File: src/rtl/spi_pack_pkg.sv
package spi_pack_pkg;
  // Strobes from control to datapath, one per cycle
  typedef struct packed {
    logic txPush;   // accept regWrData into the transmit FIFO
    logic rxPop;    // pop receive FIFO onto regRdData
    logic txFlush;  // empty transmit FIFO and split state
    logic rxFlush;  // empty receive FIFO and gather state
    logic merge;    // byte packing in effect
  } packStrobe_t;
endpackage

File: src/rtl/spi_pack_fifo.sv
module spi_pack_fifo #(
  parameter int W     = 32,
  parameter int DEPTH = 4,
  parameter int CW    = $clog2(DEPTH + 1)
) (
  input  logic          clk,
  input  logic          rstN,
  input  logic          flush,
  input  logic          push,
  input  logic [W-1:0]  pushData,
  input  logic          pop,
  output logic [W-1:0]  popData,
  output logic [CW-1:0] count,
  output logic          full,
  output logic          empty
);
  localparam int AW = (DEPTH > 1) ? $clog2(DEPTH) : 1;

  logic [W-1:0]  mem [DEPTH];
  logic [AW-1:0] wrPtr, rdPtr;
  logic          doPush, doPop;

  assign full    = (count == CW'(DEPTH));
  assign empty   = (count == '0);
  assign doPush  = push && !full;
  assign doPop   = pop && !empty;
  assign popData = mem[rdPtr];

  function automatic logic [AW-1:0] nextPtr(input logic [AW-1:0] p);
    return (p == AW'(DEPTH - 1)) ? '0 : p + 1'b1;
  endfunction

  always_ff @(posedge clk) begin
    if (!rstN || flush) begin
      wrPtr <= '0;
      rdPtr <= '0;
      count <= '0;
    end else begin
      if (doPush) wrPtr <= nextPtr(wrPtr);
      if (doPop)  rdPtr <= nextPtr(rdPtr);
      case ({doPush, doPop})
        2'b10:   count <= count + 1'b1;
        2'b01:   count <= count - 1'b1;
        default: count <= count;
      endcase
    end
  end

  always_ff @(posedge clk) begin
    if (doPush && !flush) mem[wrPtr] <= pushData;
  end
endmodule

File: src/rtl/spi_pack_ctrl.sv
module spi_pack_ctrl
  import spi_pack_pkg::*;
#(
  parameter int CW = 3
) (
  input  logic          clk,
  input  logic          rstN,
  input  logic          xferActive,
  input  logic [4:0]    unitLenM1,
  input  logic          mergeEn,
  input  logic [CW-1:0] txThresh,
  input  logic [CW-1:0] rxThresh,
  input  logic [1:0]    intEnable,
  input  logic          intClrEn,
  input  logic [1:0]    intClrMask,
  input  logic          txFlushReq,
  input  logic          rxFlushReq,
  input  logic          regWrEn,
  input  logic          regRdEn,
  input  logic          txFull,
  input  logic [CW-1:0] txCount,
  input  logic          rxEmpty,
  input  logic [CW-1:0] rxCount,
  output packStrobe_t   strobe,
  output logic          stall,
  output logic [1:0]    intStatus,
  output logic [1:0]    irq,
  output logic          txFlushBusy,
  output logic          rxFlushBusy
);
  logic [1:0] cond;
  logic [1:0] clrBits;

  assign strobe.merge   = mergeEn && (unitLenM1 == 5'd7);
  assign strobe.txFlush = txFlushBusy;
  assign strobe.rxFlush = rxFlushBusy;
  assign strobe.txPush  = regWrEn && !txFull && !txFlushBusy;
  assign strobe.rxPop   = regRdEn && !rxEmpty && !rxFlushBusy;

  assign stall = xferActive && ((regWrEn && txFull) || (regRdEn && rxEmpty));

  // transmit flags when running low, receive when filling up
  assign cond[0] = (txCount <= txThresh);
  assign cond[1] = (rxCount >= rxThresh);
  assign clrBits = intClrEn ? intClrMask : 2'b00;
  assign irq     = intStatus & intEnable;

  always_ff @(posedge clk) begin
    if (!rstN) begin
      intStatus   <= '0;
      txFlushBusy <= 1'b0;
      rxFlushBusy <= 1'b0;
    end else begin
      intStatus   <= (intStatus & ~clrBits) | cond;
      txFlushBusy <= txFlushReq;
      rxFlushBusy <= rxFlushReq;
    end
  end
endmodule

File: src/rtl/spi_pack_dpath.sv
module spi_pack_dpath
  import spi_pack_pkg::*;
#(
  parameter int DEPTH = 4,
  parameter int CW    = 3
) (
  input  logic          clk,
  input  logic          rstN,
  input  packStrobe_t   strobe,
  input  logic [4:0]    unitLenM1,
  input  logic [31:0]   regWrData,
  output logic [31:0]   regRdData,
  output logic          txFull,
  output logic [CW-1:0] txCount,
  output logic          rxEmpty,
  output logic [CW-1:0] rxCount,
  output logic          txUnitValid,
  input  logic          txUnitReady,
  output logic [31:0]   txUnitData,
  input  logic          rxUnitValid,
  output logic          rxUnitReady,
  input  logic [31:0]   rxUnitData
);
  logic [31:0] unitMask;
  logic [31:0] txHead, rxHead, rxPushData;
  logic        txEmpty, rxFull, txFire, rxFire, txPop, rxPush;
  logic [1:0]  txByteIdx, rxByteIdx;
  logic [23:0] rxAcc;

  assign unitMask = 32'hFFFF_FFFF >> (5'd31 - unitLenM1);

  spi_pack_fifo #(.W(32), .DEPTH(DEPTH), .CW(CW)) uTxFifo (
    .clk(clk), .rstN(rstN), .flush(strobe.txFlush),
    .push(strobe.txPush), .pushData(regWrData),
    .pop(txPop), .popData(txHead),
    .count(txCount), .full(txFull), .empty(txEmpty)
  );

  spi_pack_fifo #(.W(32), .DEPTH(DEPTH), .CW(CW)) uRxFifo (
    .clk(clk), .rstN(rstN), .flush(strobe.rxFlush),
    .push(rxPush), .pushData(rxPushData),
    .pop(strobe.rxPop), .popData(rxHead),
    .count(rxCount), .full(rxFull), .empty(rxEmpty)
  );

  // transmit split: one unit per word, or four bytes low byte first
  assign txUnitValid = !txEmpty && !strobe.txFlush;
  assign txUnitData  = strobe.merge ? {24'b0, txHead[{txByteIdx, 3'b000} +: 8]}
                                    : (txHead & unitMask);
  assign txFire = txUnitValid && txUnitReady;
  assign txPop  = txFire && (!strobe.merge || txByteIdx == 2'd3);

  always_ff @(posedge clk) begin
    if (!rstN || strobe.txFlush) txByteIdx <= '0;
    else if (txFire)             txByteIdx <= strobe.merge ? txByteIdx + 1'b1 : 2'd0;
  end

  // receive gather: a word is pushed only with its fourth byte
  assign rxUnitReady = !rxFull && !strobe.rxFlush;
  assign rxFire      = rxUnitValid && rxUnitReady;
  assign rxPush      = rxFire && (!strobe.merge || rxByteIdx == 2'd3);
  assign rxPushData  = strobe.merge ? {rxUnitData[7:0], rxAcc}
                                    : (rxUnitData & unitMask);

  always_ff @(posedge clk) begin
    if (!rstN || strobe.rxFlush) begin
      rxByteIdx <= '0;
      rxAcc     <= '0;
    end else if (rxFire) begin
      if (strobe.merge) begin
        rxByteIdx <= rxByteIdx + 1'b1;
        case (rxByteIdx)
          2'd0:    rxAcc[7:0]   <= rxUnitData[7:0];
          2'd1:    rxAcc[15:8]  <= rxUnitData[7:0];
          2'd2:    rxAcc[23:16] <= rxUnitData[7:0];
          default: rxAcc        <= rxAcc;
        endcase
      end else begin
        rxByteIdx <= '0;
      end
    end
  end

  assign regRdData = strobe.rxPop ? rxHead : '0;
endmodule

File: src/rtl/spi_unit_packer.sv
module spi_unit_packer
  import spi_pack_pkg::*;
#(
  parameter  int DEPTH = 4,
  localparam int CW    = $clog2(DEPTH + 1)
) (
  input  logic          clk,
  input  logic          rstN,
  input  logic          xferActive,
  input  logic [4:0]    unitLenM1,
  input  logic          mergeEn,
  input  logic [CW-1:0] txThresh,
  input  logic [CW-1:0] rxThresh,
  input  logic [1:0]    intEnable,
  input  logic          intClrEn,
  input  logic [1:0]    intClrMask,
  input  logic          txFlushReq,
  input  logic          rxFlushReq,
  output logic          txFlushBusy,
  output logic          rxFlushBusy,
  input  logic          regWrEn,
  input  logic [31:0]   regWrData,
  input  logic          regRdEn,
  output logic [31:0]   regRdData,
  output logic          stall,
  output logic [1:0]    intStatus,
  output logic [1:0]    irq,
  output logic          txUnitValid,
  input  logic          txUnitReady,
  output logic [31:0]   txUnitData,
  input  logic          rxUnitValid,
  output logic          rxUnitReady,
  input  logic [31:0]   rxUnitData
);
  packStrobe_t   strobe;
  logic          txFull, rxEmpty;
  logic [CW-1:0] txCount, rxCount;

  spi_pack_ctrl #(.CW(CW)) uCtrl (
    .clk(clk), .rstN(rstN), .xferActive(xferActive),
    .unitLenM1(unitLenM1), .mergeEn(mergeEn),
    .txThresh(txThresh), .rxThresh(rxThresh),
    .intEnable(intEnable), .intClrEn(intClrEn), .intClrMask(intClrMask),
    .txFlushReq(txFlushReq), .rxFlushReq(rxFlushReq),
    .regWrEn(regWrEn), .regRdEn(regRdEn),
    .txFull(txFull), .txCount(txCount), .rxEmpty(rxEmpty), .rxCount(rxCount),
    .strobe(strobe), .stall(stall), .intStatus(intStatus), .irq(irq),
    .txFlushBusy(txFlushBusy), .rxFlushBusy(rxFlushBusy)
  );

  spi_pack_dpath #(.DEPTH(DEPTH), .CW(CW)) uDpath (
    .clk(clk), .rstN(rstN), .strobe(strobe), .unitLenM1(unitLenM1),
    .regWrData(regWrData), .regRdData(regRdData),
    .txFull(txFull), .txCount(txCount), .rxEmpty(rxEmpty), .rxCount(rxCount),
    .txUnitValid(txUnitValid), .txUnitReady(txUnitReady), .txUnitData(txUnitData),
    .rxUnitValid(rxUnitValid), .rxUnitReady(rxUnitReady), .rxUnitData(rxUnitData)
  );
endmodule

File: config.mk
export PLATFORM = sky130hd
export DESIGN_NAME = spi_unit_packer
export DESIGN_NICKNAME = d
export VERILOG_FILES = /design/src/rtl/spi_pack_pkg.sv /design/src/rtl/spi_pack_fifo.sv /design/src/rtl/spi_pack_ctrl.sv /design/src/rtl/spi_pack_dpath.sv /design/src/rtl/spi_unit_packer.sv
export SDC_FILE = /design/constraint.sdc
export NUM_CORES = 1
export LEC_CHECK = 0
export CAP_MARGIN = 20
export CELL_PAD_IN_SITES_DETAIL_PLACEMENT = 2
export CELL_PAD_IN_SITES_GLOBAL_PLACEMENT = 2
export CORE_AREA = 2 2 184 186
export CTS_CLUSTER_DIAMETER = 40
export DETAILED_ROUTE_END_ITERATION = 8
export DIE_AREA = 0 0 186 188
export HOLD_SLACK_MARGIN = 0.15
export PLACE_DENSITY_LB_ADDON = 0.1
export SLEW_MARGIN = 20
export SYNTH_ARGS = -nofsm -noshare
export SYNTH_HDL_FRONTEND = slang
export SYNTH_SLANG_ARGS = --single-unit
export TNS_END_PERCENT = 1
File: constraint.sdc
create_clock -name clk -period 3.36 [get_ports clk]
set_input_delay 0.672 -clock clk [delete_from_list [all_inputs] [get_ports clk]]
set_output_delay 0.672 -clock clk [all_outputs]
set_load 0.02 [all_outputs]
==> results.py, run 1 <==
metrics = {
    "run_status": {
        "status": "finished, final reports clean",
    },
    "floorplan": {
        "ios": 163,
        "start_util": 0.392,
        "rows": 67,
        "core_area_um2": 33100,
        "die_y_um": 188,
        "dieArea_um2": 35000,
        "die_w_um": 186,
    },
    "global_route": {
        "grt_pass1_wl_um": 58100,
        "antenna_found_initial": 2,
        "grt_max_degree": 57,
        "grt_overflow": 0,
        "grt_pass1_vias": 9280,
        "grt.total_usage": 0.225,
    },
    "synth": {
        "avgSynthCellArea_um2": 15.7,
        "synthTopCellsByArea": "edfxtp_1 (59%), mux4_2 (12%), dfxtp_1 (7.7%)",
        "yosys_most_used_dff": "edfxtp_1",
        "synth_seq_cells": 306,
        "ys_async_sr_fraction": 0,
        "syn-instance-count": 828,
        "netlist_top_cells_count": "edfxtp_1 (256), mux4_2 (69), and2_1 (56), dfxtp_1 (50), a21oi_1 (48)",
        "synth_top_cell_area_share": 0.592,
        "synth_cell_types": 48,
        "synth_most_common_cell": "edfxtp_1",
        "synth.yosys.seq_area_share": 0.669,
        "synth_top_cell_by_area": "edfxtp_1",
        "synth_enable_flop_cells": 256,
        "syn-cell-area_um2": 13000,
        "synth_nets": 943,
        "yosys_warnings": 0,
    },
    "detailed_routing": {
        "first_pass_iters": 5,
        "ant_nets": 0,
        "finalWirelength_um": 38500,
        "drc": 0,
        "dr.first_iter.drc_count": 448,
        "vias_per_cell": 5.41,
        "wl_per_cell_um": 24.8,
        "vias": 8393,
    },
    "pwr": {
        "power_frac_comb": 0.099,
        "p_clk_frac": 0.479,
        "p_seq_frac": 0.421,
        "p_per_area_nw_per_um2": 590,
        "internal_power_mw": 7.78,
        "p_sw_mw": 2.38,
        "swShare": 0.234,
        "p_leak_nw": 6.00,
        "irDropWorstVdd_uv": 457,
    },
    "setup_path": {
        "worstSetupStartpointType": "input pin",
        "cp.arrival_ns": 2.66,
        "cp_max_fo": 10,
        "crit_type": "input pin to primary output",
        "crit_required_ns": 2.69,
        "endpoint_kind": "primary output",
    },
    "cts": {
        "cts_tree": "done",
        "cts_made_buffers": 44,
        "cts-htree-levels": 2,
        "clock_sinks": 306,
        "clk_pin_slew_ns": 0.05,
        "root_buffer": "clkbuf_16",
        "cts_max_path_buffers": 3,
        "clk_latency_ns": 0.54,
        "cts_hold_buf": 0,
    },
    "sta": {
        "fin_worst_skew_ns": 0.0109,
        "slew_viol_final": 0,
        "tightest_slew_ns": 0.636,
        "finalHoldViolCount": 0,
        "whs_ns": 0.476,
        "max_freq_mhz": 300,
        "max_slew_margin": 0.572,
        "finalSetupViolCount": 0,
        "rsz0062_at_grt": "true",
        "fin_crit_ns": 3.33,
        "tns_ns": 0,
        "finalCritPeriodShare": 0.991,
    },
    "placement": {
        "numPortBuffers": 162,
        "hpwl_um": 25900,
        "gp_congestion": 0.779,
    },
    "cells_and_area": {
        "drive_above_1_share": 0.224,
        "nets": 1180,
        "synthToLayoutAreaGrowth_pct": 32.7,
    },
    "flow_run": {
        "cap_viol_max_count": 0,
    },
    "worst_hold_path": {
        "hold_path.class": "flip-flop to flip-flop",
    },
}
-- metal layers --
layer	up-vias	share of wire	wire length [um]	global-route usage
li1	3729	-	-	-
met1	4389	0.42	16300	0.294
met2	221	0.51	19700	0.389
met3	54	0.044	1690	0.0357
met4	0	0.021	813	0.0581
met5	-	0	0	0
-- cell type report --
cell class | count | area, um2
Antenna cell | 1 | 2.50
Clock buffer | 48 | 1160
Multi-Input combinational cell | 442 | 4000
Clock inverter | 34 | 413
Sequential cell | 306 | 8690
Inverter | 31 | 116
Fill cell | 3020 | 15900
Timing Repair Buffer | 240 | 2300
Tap cell | 448 | 561
-- cells in the final DEF, fill, tap and decap left out, types with 31 or more instances in the layout --
cell type          n
clkdlybuf4s50_1  143
mux4_2            69
inv_1             31
and2_1            55
nand2_1           41
clkbuf_16         46
edfxtp_1         256
dfxtp_1           48
buf_4             69
a21oi_1           46
-- metrics by stage --
| step | std cells | cell area, um2 | total power [mW] | util | setup WS [ns] |
|---|---|---|---|---|---|
| 6_report | 1550 | 17200 | 10.2 | 0.521 | 0.0290 |
| 5_1_grt | 1549 | 17200 | 10.5 | 0.521 | -0.0315 |
| 4_1_cts | 1549 | 17200 | 10.3 | 0.520 | -0.142 |
| 3_5_place_dp | 1467 | 15700 | 5.39 | 0.473 | -0.246 |
| 3_3_place_gp | 1467 | 15700 | 5.35 | 0.473 | -0.179 |
| 2_1_floorplan | 828 | 13000 | 4.85 | - | 0.572 |
-- power groups by stage --
stage,combinational (mW),sequential (mW),clock (mW)
finish,1.01,4.28,4.87
global route,1.09,4.29,5.11
CTS,1.03,4.28,4.97
detailed placement,1.02,4.36,0
global placement,0.998,4.35,0
floorplan,0.502,4.35,0
-- state kept, by name, indices dropped and copies added, names as in the netlist, 3 cells and up, named ones only --
register              flops
uDpath.uRxFifo.count      3
uDpath.uRxFifo.mem      128
uDpath.uTxFifo.count      3
uDpath.rxAcc             24
uDpath.uTxFifo.mem      128
-- cell families after synthesis --
kind of cell	count (synthesis)	share of synthesized area
AOI/OAI and AO/OA	137	0.0698
xor gates and xnor gates	4	0.00270
adders and majority gates	25	0.0252
buffers and inverters	80	0.0260
DFF	306	0.669
muxes	75	0.124
and+or+nand+nor	201	0.0830
-- worst max-delay path, cell delays in order --
cell             delay, ns
clkdlybuf4s50_1       0.56
buf_4                 0.20
nor2_1                0.09
o21ai_1               0.30
and2_1                0.22
clkdlybuf4s50_1       0.61
-- final timing paths --
kind | from | endpoint | slack, ns | cells past startpoint
worst max-delay path | unitLenM1[1] | txUnitData[9] | 0.03 | 6
worst min-delay path | uDpath.rxAcc[20] | uDpath.rxAcc[20] | 0.48 | 2
worst max register to register | uDpath.txByteIdx[0] | uDpath.uTxFifo.count[2] | 0.78 | 10
worst min register to register | uDpath.rxAcc[20] | uDpath.rxAcc[20] | 0.48 | 2
-- timing repair --
item                       in CTS  in global routing
setup endpoints to repair      18                 16
resized for setup              31                 16
pin swaps                       1                  0
setup buffers                   0                  0
Power figures use the tool's default switching activity.
==> inputs of run 2 (changes only) <==
--- a/config.mk
+++ b/config.mk
@@ -10,9 +10,9 @@
 export CELL_PAD_IN_SITES_GLOBAL_PLACEMENT = 2
 export CORE_AREA = 2 2 184 186
 export CTS_CLUSTER_DIAMETER = 40
+export CTS_CLUSTER_SIZE = 16
 export DETAILED_ROUTE_END_ITERATION = 8
 export DIE_AREA = 0 0 186 188
-export HOLD_SLACK_MARGIN = 0.15
 export PLACE_DENSITY_LB_ADDON = 0.1
 export SLEW_MARGIN = 20
 export SYNTH_ARGS = -nofsm -noshare
==> run 2 against run 1 <==
Net effect: core utilization barely moved; via count shrank 0.73%; non-clock buffer count did not move; clock power about the same; design area barely moved; sequential power about the same; critical endpoint unchanged.
==> results.py, run 2 (synthesis results as in run 1) <==
metrics = {
    "sta": {
        "max_slew_margin": 0.572,
        "max_freq_mhz": 301,
        "fin_worst_skew_ns": 0.0158,
        "tns_ns": 0,
        "whs_ns": 0.476,
        "slew_viol_final": 0,
        "finalHoldViolCount": 0,
        "finalCritPeriodShare": 0.988,
        "rsz0062_at_grt": "true",
        "finalSetupViolCount": 0,
        "tightest_slew_ns": 0.636,
        "worst_slack_ns": 0.0395,
        "fin_crit_ns": 3.32,
    },
    "cts": {
        "cts_tree": "done",
        "root_buffer": "clkbuf_16",
        "clock_sinks": 306,
        "cts_hold_buf": 0,
        "cts_max_path_buffers": 3,
        "cts_made_buffers": 44,
        "cts-htree-levels": 2,
        "clk_pin_slew_ns": 0.05,
        "clk_latency_ns": 0.54,
    },
    "detailed_routing": {
        "wl_per_cell_um": 24.6,
        "vias_per_cell": 5.38,
        "vias": 8332,
        "dr.first_iter.drc_count": 373,
        "ant_nets": 0,
        "drc": 0,
        "finalWirelength_um": 38200,
        "first_pass_iters": 5,
    },
    "placement": {
        "hpwl_um": 25900,
        "dp_slack_ns": -0.246,
        "gp_congestion": 0.779,
        "dp_cells": 1467,
        "numPortBuffers": 162,
    },
    "setup_path": {
        "cp_max_fo": 10,
        "cp.arrival_ns": 2.65,
        "worstSetupStartpointType": "input pin",
        "endpoint_kind": "primary output",
        "worstReg2RegStart": "uDpath.txByteIdx[0]",
        "crit_type": "input pin to primary output",
        "crit_end": "txUnitData[9]",
        "r2r_cells": 10,
        "crit_required_ns": 2.69,
        "reg2reg_slack_ns": 0.80,
        "r2r_end": "uDpath.uTxFifo.count[2]",
        "cp-startpoint": "unitLenM1[1]",
    },
    "cells_and_area": {
        "multi_input_area_um2": 4000,
        "top_regs": "uDpath.uRxFifo.mem x128, uDpath.uTxFifo.mem x128, uDpath.rxAcc x24",
        "regArea_um2": 8690,
        "postLayoutCoreUtil": 0.521,
        "fill_cells": 3004,
        "final_cell_mix": "edfxtp_1 (256), clkdlybuf4s50_1 (143), mux4_2 (69), buf_4 (69), and2_1 (55)",
        "final_cells": 1550,
        "nets": 1180,
        "layout_commonest_cell": "edfxtp_1",
        "drive_above_1_share": 0.226,
        "synthToLayoutAreaGrowth_pct": 32.8,
    },
    "run_status": {
        "status": "finished, final reports clean",
    },
    "global_route": {
        "grt_overflow": 0,
        "grt.total_usage": 0.224,
        "grt_max_degree": 57,
        "antenna_found_initial": 2,
        "grt_pass1_vias": 9266,
        "grt_pass1_wl_um": 57800,
    },
    "floorplan": {
        "dieArea_um2": 35000,
        "die_y_um": 188,
        "ios": 163,
        "die_w_um": 186,
        "rows": 67,
        "core_area_um2": 33100,
        "start_util": 0.392,
    },
    "pwr": {
        "p_leak_nw": 6.01,
        "irDropWorstVdd_uv": 457,
        "p_per_area_nw_per_um2": 591,
    },
    "flow_run": {
        "cap_viol_max_count": 0,
    },
    "worst_hold_path": {
        "hold_path.class": "flip-flop to flip-flop",
    },
}
-- run 2: cell count changes in the layout (fill, tap and decap cells not counted), sizes merged --
cell	change
inv	+5
clkinvlp	-3
clkbuf	-2
bufinv	-1
clkinv	+1
dlygate4sd2	+1
dlymetal6s2s	-1
-- run 2: cell type report --
type                       count  share of cell area
tap                          448              0.0325
inverter                      31             0.00675
clock buffer                  46              0.0667
sequential                   306               0.504
multi-input combinational    442               0.232
clock inverter                36              0.0252
antenna                        1            0.000145
timing repair buffer         240               0.133
-- run 2: worst min-delay path by stage --
stage	end	from	cells past startpoint	slack, ns
after global routing	uDpath.rxAcc[6]	uDpath.rxAcc[6]	2	0.51
final	uDpath.rxAcc[20]	uDpath.rxAcc[20]	2	0.48
after floorplan	uDpath.rxAcc[17]	uDpath.rxAcc[17]	2	0.45
after CTS	uDpath.rxAcc[20]	uDpath.rxAcc[20]	2	0.48
after global placement	uDpath.rxAcc[4]	uDpath.rxAcc[4]	2	0.46
after detailed placement	uDpath.rxAcc[1]	uDpath.rxAcc[1]	2	0.47
-- run 2: timing repair --
action	in CTS	in global routing
gates cloned	0	0
pin swaps	1	0
endpoints found under the setup margin	18	15
buffers inserted	0	0
hold endpoints to repair	0	0
gates resized for setup	32	15
-- run 2: routing by layer --
layer / GRT usage / share of wire
met1: 0.293 / 0.42
met5: 0 / 0
met2: 0.385 / 0.51
met4: 0.0591 / 0.021
met3: 0.0365 / 0.045
-- run 2: worst max-delay path, cell delays in order --
cell,delay [ns]
clkdlybuf4s50_1,0.55
buf_4,0.20
nor2_1,0.10
o21ai_1,0.30
and2_1,0.22
clkdlybuf4s50_1,0.61
-- run 2: power by group --
| group | internal (mW) | total, mW | switching [mW] |
|---|---|---|---|
| registers | 4.24 | 4.28 | 0.0464 |
| logic | 0.474 | 1.01 | 0.534 |
| clock network | 3.03 | 4.90 | 1.87 |
-- run 2: through the flow --
step / area [um2] / power [mW]
after floorplan: 13000 / 4.85
after global placement: 15700 / 5.35
after detailed placement: 15700 / 5.39
after CTS: 17200 / 10.3
after global routing: 17200 / 10.5
final: 17300 / 10.2
==> inputs of run 3 (changes only) <==
--- a/config.mk
+++ b/config.mk
@@ -14,6 +14,7 @@
 export DETAILED_ROUTE_END_ITERATION = 8
 export DIE_AREA = 0 0 186 188
 export PLACE_DENSITY_LB_ADDON = 0.1
+export RECOVER_POWER = 25
 export SLEW_MARGIN = 20
 export SYNTH_ARGS = -nofsm -noshare
 export SYNTH_HDL_FRONTEND = slang
==> run 3 against run 2 <==
Net effect: the run now ends with capacitance limit, slew limit left; hold slack about the same; total power decreased by 0.11%; clock power about the same; setup slack got worse by 0.0055 ns; sequential cell count unchanged; global-route usage unchanged; sequential power about the same; critical path depth unchanged; critical path type unchanged; largest power group unchanged.
==> results.py, run 3 (synthesis results as in run 1) <==
metrics = {
    "setup_path": {
        "endpoint_kind": "primary output",
        "path_common_cell": "clkdlybuf4s50_1",
        "cp_max_fo": 10,
        "crit_required_ns": 2.69,
        "cpPeakStageDelay_ns": 0.61,
        "worst_path_max_delay_cell": "clkdlybuf4s50_1",
        "crit_type": "input pin to primary output",
        "crit_chain": "clkdlybuf4s50_1, buf_4, nor2_1, o21ai_1, and2_1, clkdlybuf4s50_1",
        "cp.arrival_ns": 2.65,
        "worstSetupStartpointType": "input pin",
        "path_buf_inv": 3,
        "critical_path.top_delay_family": "buffers and inverters",
    },
    "cts": {
        "cts_setup_buffers": 0,
        "root_buffer": "clkbuf_16",
        "clk_latency_ns": 0.54,
        "clock_sinks": 306,
        "cts_max_path_buffers": 3,
        "cts_tree": "done",
        "cts_made_buffers": 44,
        "clk_pin_slew_ns": 0.05,
        "cts-htree-levels": 2,
    },
    "detailed_routing": {
        "vias": 8329,
        "drc": 0,
        "vias_per_cell": 5.37,
        "first_pass_iters": 5,
        "ant_nets": 0,
        "wl_per_cell_um": 24.6,
        "finalWirelength_um": 38100,
        "dr.first_iter.drc_count": 409,
    },
    "cells_and_area": {
        "top_regs": "uDpath.uRxFifo.mem x128, uDpath.uTxFifo.mem x128, uDpath.rxAcc x24",
        "layout_commonest_cell": "edfxtp_1",
        "multi_input_area_um2": 4000,
        "regArea_um2": 8690,
        "fill_cells": 3009,
        "drive_above_1_share": 0.222,
        "stdcell_area_um2": 17200,
        "nets": 1180,
        "synthToLayoutAreaGrowth_pct": 32.7,
        "postLayoutCoreUtil": 0.520,
        "final_cell_mix": "edfxtp_1 (256), clkdlybuf4s50_1 (107), mux4_2 (69), buf_4 (64), and2_1 (54)",
    },
    "pwr": {
        "irDropWorstVdd_uv": 457,
        "p_leak_nw": 6.00,
        "p_per_area_nw_per_um2": 591,
    },
    "global_route": {
        "grt_max_degree": 57,
        "grt_pass1_wl_um": 57800,
        "grt.total_usage": 0.224,
        "grt_pass1_vias": 9266,
        "antenna_found_initial": 2,
        "grt_overflow": 0,
    },
    "sta": {
        "finalSetupViolCount": 0,
        "whs_ns": 0.476,
        "tightest_slew_ns": 1.69,
        "fin_worst_skew_ns": 0.0149,
        "rsz0062_at_grt": "true",
        "max_slew_margin": -0.124,
        "max_freq_mhz": 301,
        "finalHoldViolCount": 0,
        "finalCritPeriodShare": 0.990,
        "fin_crit_ns": 3.33,
        "slew_viol_final": 34,
    },
    "placement": {
        "postPlaceCellArea_um2": 15700,
        "numPortBuffers": 162,
        "hpwl_um": 25900,
        "gp_congestion": 0.779,
    },
    "floorplan": {
        "ios": 163,
        "core_area_um2": 33100,
        "dieArea_um2": 35000,
        "die_w_um": 186,
        "rows": 67,
        "die_y_um": 188,
        "start_util": 0.392,
    },
    "flow_run": {
        "cap_viol_max_count": 1,
    },
    "worst_hold_path": {
        "hold_path.class": "flip-flop to flip-flop",
    },
    "run_status": {
        "violations": "capacitance limit, slew limit",
        "status": "finished, violations left",
    },
}
run 3: per-stage QoR:
| step | setup slack, ns | setup TNS (ns) | cells | power [mW] |
|---|---|---|---|---|
| after floorplan | 0.572 | 0 | 828 | 4.85 |
| after global placement | -0.179 | -1.89 | 1467 | 5.35 |
| after detailed placement | -0.246 | -2.23 | 1467 | 5.39 |
| after CTS | -0.142 | -0.335 | 1549 | 10.3 |
| after global routing | -0.0318 | -0.0835 | 1549 | 10.5 |
| final | 0.0340 | 0 | 1550 | 10.2 |
run 3: cell type report:
cell class | count | area share
Sequential cell | 306 | 0.505
Inverter | 31 | 0.00675
Multi-Input combinational cell | 442 | 0.232
Antenna cell | 1 | 0.000145
Timing Repair Buffer | 240 | 0.132
Tap cell | 448 | 0.0325
Clock buffer | 46 | 0.0668
Clock inverter | 36 | 0.0253
run 3: power breakdown:
group,internal [mW],switching [mW],leakage [nW]
clock,3.03,1.87,0.774
combinational,0.464,0.533,2.45
sequential,4.24,0.0462,2.77
total,7.73,2.45,6.00
run 3: what timing repair did:
action,in CTS,in global routing
endpoints found under the setup margin,18,15
hold buffers,0,0
pin swaps,1,0
resized for setup,32,15
run 3: per-layer routing:
layer	global-route usage	routed length (um)	vias up
li1	-	-	3746
met1	0.293	16200	4318
met2	0.385	19400	208
met3	0.0365	1750	57
met4	0.0591	798	0
met5	0	0	-
run 3: worst paths after layout:
path	cells after the start	slack (ns)	endpoint	start
worst max-delay path	6	0.03	txUnitData[9]	unitLenM1[1]
worst min-delay path	2	0.48	uDpath.rxAcc[20]	uDpath.rxAcc[20]
worst max register to register	10	0.74	uDpath.uTxFifo.count[2]	uDpath.txByteIdx[0]
worst min register to register	2	0.48	uDpath.rxAcc[20]	uDpath.rxAcc[20]
run 3: worst register-to-register path: cells and delay by family, from the launching register on:
kind / cells / cell delay, ns
AOI/OAI and AO/OA: 1 / 0.14
xor gates and xnor gates: 1 / 0.16
adders and majority gates: 3 / 0.83
buffers and inverters: 2 / 0.24
DFF: 1 / 0.65
and+or+nand+nor: 3 / 0.53
